### src/rtl/det_pkg.sv
package det_pkg;
    typedef enum logic [1:0] {
        RUN_HOLD = 2'd0,
        RUN_ADV  = 2'd1,
        RUN_CLR  = 2'd2
    } run_act_e;
endpackage

### src/rtl/det_eq.sv
module det_eq #(
    parameter int ERR_W = 8
) (
    input  logic [ERR_W-1:0] a_i,
    input  logic [ERR_W-1:0] b_i,
    output logic             same_o
);
    logic [ERR_W-1:0] bit_same;

    for (genvar g = 0; g < ERR_W; g++) begin : g_bit
        assign bit_same[g] = ~(a_i[g] ^ b_i[g]);
    end

    assign same_o = &bit_same;
endmodule

### src/rtl/det_runcnt.sv
module det_runcnt
    import det_pkg::*;
#(
    parameter int CNT_W = 11
) (
    input  logic             clk,
    input  logic             rst_n,
    input  run_act_e         act_i,
    output logic [CNT_W-1:0] cnt_o
);
    localparam logic [CNT_W-1:0] CNT_MAX = {CNT_W{1'b1}};

    typedef struct packed {
        logic [CNT_W-1:0] cnt;
    } cnt_st_t;

    cnt_st_t st_d, st_q;

    always_comb begin
        st_d = st_q;
        case (act_i)
            RUN_ADV: if (st_q.cnt != CNT_MAX) st_d.cnt = st_q.cnt + 1'b1;
            RUN_CLR: st_d.cnt = '0;
            default: st_d = st_q;
        endcase
    end

    always_ff @(posedge clk or negedge rst_n) begin
        if (!rst_n) st_q <= '0;
        else        st_q <= st_d;
    end

    assign cnt_o = st_q.cnt;

    AST_ADV_STEP: assert property (@(posedge clk) disable iff (!rst_n)
        (act_i == RUN_ADV && cnt_o != CNT_MAX) |=> cnt_o == $past(cnt_o) + 1'b1);
    AST_CLR_ZERO: assert property (@(posedge clk) disable iff (!rst_n)
        (act_i == RUN_CLR) |=> cnt_o == '0);
    AST_HOLD_STABLE: assert property (@(posedge clk) disable iff (!rst_n)
        (act_i == RUN_HOLD) |=> $stable(cnt_o));
    AST_NO_OVERFLOW: assert property (@(posedge clk) disable iff (!rst_n)
        (act_i == RUN_ADV && cnt_o == CNT_MAX) |=> cnt_o == CNT_MAX);
endmodule

### src/rtl/det_xfer_cmp.sv
module det_xfer_cmp #(
    parameter int CNT_W = 11
) (
    input  logic             clk,
    input  logic             rst_n,
    input  logic [CNT_W-1:0] cnt_i,
    input  logic [CNT_W-1:0] thr_i,
    output logic             flag_o
);
    typedef struct packed {
        logic flag;
    } cmp_st_t;

    cmp_st_t st_d, st_q;
    logic    over;

    always_comb begin
        over    = cnt_i > thr_i;
        st_d    = st_q;
        if (over) st_d.flag = 1'b1;
    end

    always_ff @(posedge clk or negedge rst_n) begin
        if (!rst_n) st_q <= '0;
        else        st_q <= st_d;
    end

    assign flag_o = st_q.flag;

    AST_SET_ON_OVER: assert property (@(posedge clk) disable iff (!rst_n)
        (cnt_i > thr_i) |=> flag_o);
    AST_NO_EARLY_SET: assert property (@(posedge clk) disable iff (!rst_n)
        $rose(flag_o) |-> $past(cnt_i > thr_i));
    AST_FLAG_STICKY: assert property (@(posedge clk) disable iff (!rst_n)
        flag_o |=> flag_o);
    AST_MAX_THR_QUIET: assert property (@(posedge clk) disable iff (!rst_n)
        (thr_i == {CNT_W{1'b1}} && !flag_o) |=> !flag_o);
endmodule

### src/rtl/ss_corr_detect.sv
module ss_corr_detect
    import det_pkg::*;
#(
    parameter int ERR_W = 8,
    parameter int CNT_W = 11
) (
    input  logic             clk,
    input  logic             rst_n,
    input  logic             smp_vld,
    input  logic [ERR_W-1:0] err_cur,
    input  logic [ERR_W-1:0] err_dly,
    input  logic [CNT_W-1:0] win_thr,
    output logic             xfer_ctrl,
    output logic [CNT_W-1:0] run_cnt
);
    logic     err_same;
    run_act_e act;

    det_eq #(.ERR_W(ERR_W)) u_eq (
        .a_i    (err_cur),
        .b_i    (err_dly),
        .same_o (err_same)
    );

    always_comb begin
        if (!smp_vld)      act = RUN_HOLD;
        else if (err_same) act = RUN_ADV;
        else               act = RUN_CLR;
    end

    det_runcnt #(.CNT_W(CNT_W)) u_cnt (
        .clk   (clk),
        .rst_n (rst_n),
        .act_i (act),
        .cnt_o (run_cnt)
    );

    det_xfer_cmp #(.CNT_W(CNT_W)) u_cmp (
        .clk    (clk),
        .rst_n  (rst_n),
        .cnt_i  (run_cnt),
        .thr_i  (win_thr),
        .flag_o (xfer_ctrl)
    );

    AST_RESET_CLEAR: assert property (@(posedge clk)
        $rose(rst_n) |-> (run_cnt == '0 && !xfer_ctrl));
endmodule

### config.mk
export PLATFORM = sky130hd
export DESIGN_NAME = ss_corr_detect
export DESIGN_NICKNAME = d
export VERILOG_FILES = /design/src/rtl/det_pkg.sv /design/src/rtl/det_eq.sv /design/src/rtl/det_runcnt.sv /design/src/rtl/det_xfer_cmp.sv /design/src/rtl/ss_corr_detect.sv
export SDC_FILE = /design/constraint.sdc
export NUM_CORES = 1
export LEC_CHECK = 0
export BUFFER_PORTS_ARGS = -buffer_cell sky130_fd_sc_hd__buf_4
export CORE_ASPECT_RATIO = 0.75
export CORE_MARGIN = 4
export CORE_UTILIZATION = 40
export DETAILED_ROUTE_END_ITERATION = 6
export HOLD_SLACK_MARGIN = 0.15
export PLACE_DENSITY = 0.68
export SYNTH_ARGS = -nofsm -noshare
export SYNTH_HDL_FRONTEND = slang
export SYNTH_SLANG_ARGS = --single-unit
### constraint.sdc
create_clock -name clk -period 1.75 [get_ports clk]
set_input_delay 0.0875 -clock clk [delete_from_list [all_inputs] [get_ports clk]]
set_output_delay 0.0875 -clock clk [all_outputs]
set_load 0.05 [all_outputs]
---- Yosys cells after proc, flatten, opt, wreduce, memory -nomap -nowiden ----
Index checks and enable logic that the tools add are counted.
word-level totals
  flip-flop bits (word level) ............. 12
  bits of input ports ..................... 30
  word-level logic and storage cells ...... 31
cells by class
  add/subtract/negate cells ............... 1
  $lt $le $gt $ge ......................... 1
  equality and inequality tests ........... 4
  multiplexer cells ....................... 4
  bitwise operators ....................... 16
  reduce and logical (&&, ||, !) cells .... 3
operators by type and width
  operator                                                                count
  11-bit one-hot mux with 2 select lines                                  1
  11-bit by 1-bit adder with 11-bit output (second input constant)        1
  11-bit > comparator                                                     1
  11-bit 2-to-1 mux                                                       1
  11-bit != test (second input constant)                                  1
  1-bit inverter                                                          8
  8-bit AND reduction                                                     1
  1-bit bitwise XOR                                                       8
  2-bit 2-to-1 mux                                                        2
  2-bit by 1-bit equality test with 1-bit output (second input constant)  1
  2-bit equality test (second input constant)                             1
  2-bit by 1-bit != test with 1-bit output (second input constant)        1
  2-bit AND reduction                                                     1
  2-bit nonzero test                                                      1

---- Depth between registers and ports, before layout ----
  word-level depth ........................ 8
  depth in mapped cells ................... 7
  depth with buffers taken out ............ 7

---- Cells and area by module ----
From an unflattened synthesis, not the netlist that was laid out.
unflattened totals
  cell total of the unflattened synthesis .. 115
  area, all modules ....................... 1037.2 sq um
modules (own cells, without submodules)
  module          instances  cells each  area an instance (sq um)  sequential area each (sq um)
  det_runcnt      1          62          620.6                     275.3
  det_xfer_cmp    1          40          314.1                     25.0
  det_eq          1          11          86.3                      0.0
  ss_corr_detect  1          2           16.3                      0.0

---- Least setup slack after synthesis ----
OpenSTA, ideal clock, no wires.
  path kind ............................... flip-flop to flip-flop
  from .................................... register u_cnt.st_q, in the netlist u_cnt.cnt_o[2]
  to ...................................... register u_cmp.st_q (netlist: u_cmp.flag_o)
  setup time .............................. 0.119 ns
  arrival time ............................ 1.754 ns
  data required time ...................... 1.631 ns
  setup slack ............................. -0.123 ns
  stages on the path, launching flop included .. 7
  clock period less this slack ............ 1.873 ns
  cell sequence ........................... dfrtp_1 ha_1 a21oi_1 o21ai_0 a221oi_1 o21ai_0 a21o_1
between the ends
  word-level cells in the longest chain between the ends .. 1
ends and longest elaborated chain
  what                    line                RTL
  start, declared         det_runcnt.sv:17    cnt_st_t st_d, st_q;
  start signal, assigned  det_runcnt.sv:30    else st_q <= st_d;
  11-bit > comparator     det_xfer_cmp.sv:18  over = cnt_i > thr_i;
  end signal, assigned    det_xfer_cmp.sv:25  else st_q <= st_d;
  end, declared           det_xfer_cmp.sv:14  cmp_st_t st_d, st_q;
Every way passes these cells.
A chain may end at the register's enable or synchronous reset.

---- Final worst setup path ----
  from .................................... register u_cnt.st_q, in the netlist u_cnt.cnt_o[10]
  to ...................................... register u_cmp.st_q (netlist: u_cmp.flag_o)
The elaborated chain is that of the path after synthesis.

==> results_dict.tcl <==
set metrics [dict create \
    status "finished, final reports clean" \
    ioPinCount 42 \
    drt_iter0_markers 81 \
    grt_pass1_vias 999 \
    async_reset_ff_share_pct 100 \
    h-tree-depth 1 \
    die_w_um 66.2 \
    grt_max_degree 15 \
    whs_ps 178 \
    io_buffer_count 41 \
    syn-num-nets 156 \
    fin_nets 203 \
    synth_edf_count 0 \
    cts_buffers 3 \
    fmax_mhz 619 \
    crit_fanout 5 \
    hold_violations 0 \
    critPathCaptureType "register" \
    worst_setup_path_start_kind "register" \
    slew_violations 0 \
    rrSetupSlack_ps 130 \
    r2r_end "u_cmp.flag_o" \
    ant_nets 0 \
    pre_cts_ws_ps 89.1 \
    cts_tree "yes" \
    rows 15 \
    setup_viol 0 \
    utilization_pct 60.3 \
    path_clk_slew_ps 80 \
    period_share_pct 92.4 \
    nFillCells 211 \
    cts_sinks 12 \
    ys_warn_count 0 \
    synthMuxAreaShare_pct 0 \
    rr_worst_depth 6 \
    clockBufferDepth 2 \
    synth_fa_ha_area_share_pct 14.8 \
    die_y_um 51.6 \
    tightest_slew_ps 384 \
    synth_compound_area_share_pct 19.1 \
    synth-seq-cells 12 \
    syn_area_um2 1010 \
    start_util_pct 42.9 \
    syn_avg_cell_area_um2 8.90 \
    critPathKind "register to register" \
    n_antenna_cell 0 \
    wl_per_cell_um 13.2 \
    synthCells 114 \
    fin_setup_tns_ps 0 \
    slew_headroom_pct 74.4 \
    multi_input_area_um2 662 \
    ys_types 36 \
    pwr_density_cell_nw_per_um2 405 \
    rsz0062_at_grt "false" \
    min_period_ps 1620 \
    yosysSeqAreaShare_pct 29.6 \
    clock-root-buffer "clkbuf_4" \
    cap_viol_max_count 0 \
    antenna_found_initial 0 \
    wl_um 2560 \
    drc 0 \
    worst_clock_skew_ps 7.89 \
    vias 1037 \
    layout-drive-gt1-share_pct 41.3 \
    seq_area_um2 310 \
    crit_arrival_ps 1780 \
    track_usage_pct 16.6 \
    dieArea_um2 3420 \
    dp_hpwl_um 2030 \
    synth-xor-area-share_pct 6.91 \
    hp-class "primary input to async pin" \
    critPathRequiredTime_ps 1910 \
    synth_top_family_by_area "simple AND/OR/NAND/NOR gates" \
    ys.flop_type "dfrtp_1" \
    core-area_um2 2360 \
    vias_per_cell 5.35 \
    gp_congestion 0.842 \
    layout_setup_ws_ps 134 \
    insertion_delay_ps 280 \
    yosys.area_share.simple_pct 23.2 \
    grt_first_pass_wirelength_um 4360 \
    leakage_nw 0.720 \
    ir_worst_vdd_mv 0.326 \
    grt_overflow 0 \
    r2r-start "u_cnt.cnt_o[10]" \
    first_pass_iters 4 \
    area_growth_syn_to_layout_pct 40.4 \
]
[registers in the layout, summed over array words and instances, names as in the netlist]
| name | flops |
|---|---|
| u_cmp.flag_o | 1 |
| u_cnt.cnt_o | 11 |
[timing repair]
item	CTS	global route
resized for setup	0	1
endpoints found under the setup margin	0	1
buffers inserted	0	1
hold endpoints to repair	15	0
hold buffers	2	0
[through the flow]
step           cells  total power, mW  cell area [um^2]
6_report         194            0.578              1430
4_1_cts          193            0.584              1410
3_3_place_gp     187            0.395              1360
5_1_grt          194            0.623              1430
2_1_floorplan    114            0.332              1020
3_5_place_dp     187            0.398              1360
[critical path, cell delays in order, from the launching register on]
cell	delay, ps
dfrtp_2	460
ha_1	310
nand3_1	100
nor3_1	70
a221oi_1	250
o21ai_0	120
a21o_1	190
[cells by family after synthesis]
kind of cell	after synthesis
and+or+nand+nor	38
xor gates and xnor gates	8
adders and majority gates	12
buffers and inverters	15
AOI/OAI and AO/OA	29
DFF	12
[cells in the mapped netlist, drive strengths merged (2+ instances only)]
cell type	number	share of area [%]
ha	12	15
nand2	8	3.0
and2	3	2.2
xnor2	8	6.9
and4	2	2.0
inv	13	4.8
a21oi	9	4.4
o21ai	6	3.3
nand3	2	0.99
a21o	3	2.3
nor2	4	1.5
dfrtp	12	30
nor3	3	1.5
and3	5	3.7
buf	2	1.6
nand4	9	7.0
a31o	5	4.3
[worst max path at each step]
| stage | from | slack (ps) | end |
|---|---|---|---|
| floorplan | u_cnt.cnt_o[8] | 10 | u_cmp.flag_o |
| detailed placement | u_cnt.cnt_o[2] | 90 | u_cmp.flag_o |
| global placement | u_cnt.cnt_o[2] | 150 | u_cmp.flag_o |
| global route | u_cnt.cnt_o[2] | 30 | u_cmp.flag_o |
| CTS | u_cnt.cnt_o[2] | 70 | u_cmp.flag_o |
| finish | u_cnt.cnt_o[10] | 130 | u_cmp.flag_o |
[metal layers]
layer / vias up / GRT usage (%) / routed length [um]
li1: 517 / - / -
met3: 2 / 6.05 / 256
met5: - / 0 / 0
met2: 49 / 26.9 / 1170
met1: 469 / 21.9 / 1120
met4: 0 / 2.03 / 9
[layout by cell type, fill, tap and decap left out, drive strengths merged]
cell	synthesis	routed
a22o	1	1
nor3b	1	1
a221oi	1	1
o22ai	1	1
o21ai	6	6
buf	2	42
a31o	5	5
o21ba	1	1
o21a	1	1
a21oi	9	9
clkbuf	0	4
a31oi	1	1
and3	5	5
and2	3	3
nand3	2	2
nor2	4	4
dlygate4sd3	0	2
inv	13	13
ha	12	12
or2	1	1
a21o	3	3
xnor2	8	8
nand2	8	8
dfrtp	12	12
nor3	3	3
nand4	9	9
and4	2	2
[layout make-up]
type | instances | area share (%)
Tap cell | 34 | 2.99
Sequential cell | 12 | 21.8
Multi-Input combinational cell | 87 | 46.4
Timing Repair Buffer | 44 | 23.5
Inverter | 13 | 3.42
Clock buffer | 4 | 1.84
[report_power, final]
group          internal, mW  switching, mW  total, mW  leakage [nW]
Clock                0.0884         0.0931      0.181        0.0150
Combinational        0.0708         0.0470      0.118         0.551
Sequential            0.278       0.000689      0.278         0.154
Total                 0.437          0.141      0.578         0.720
Note: power is estimated with default switching activity, not from simulation.
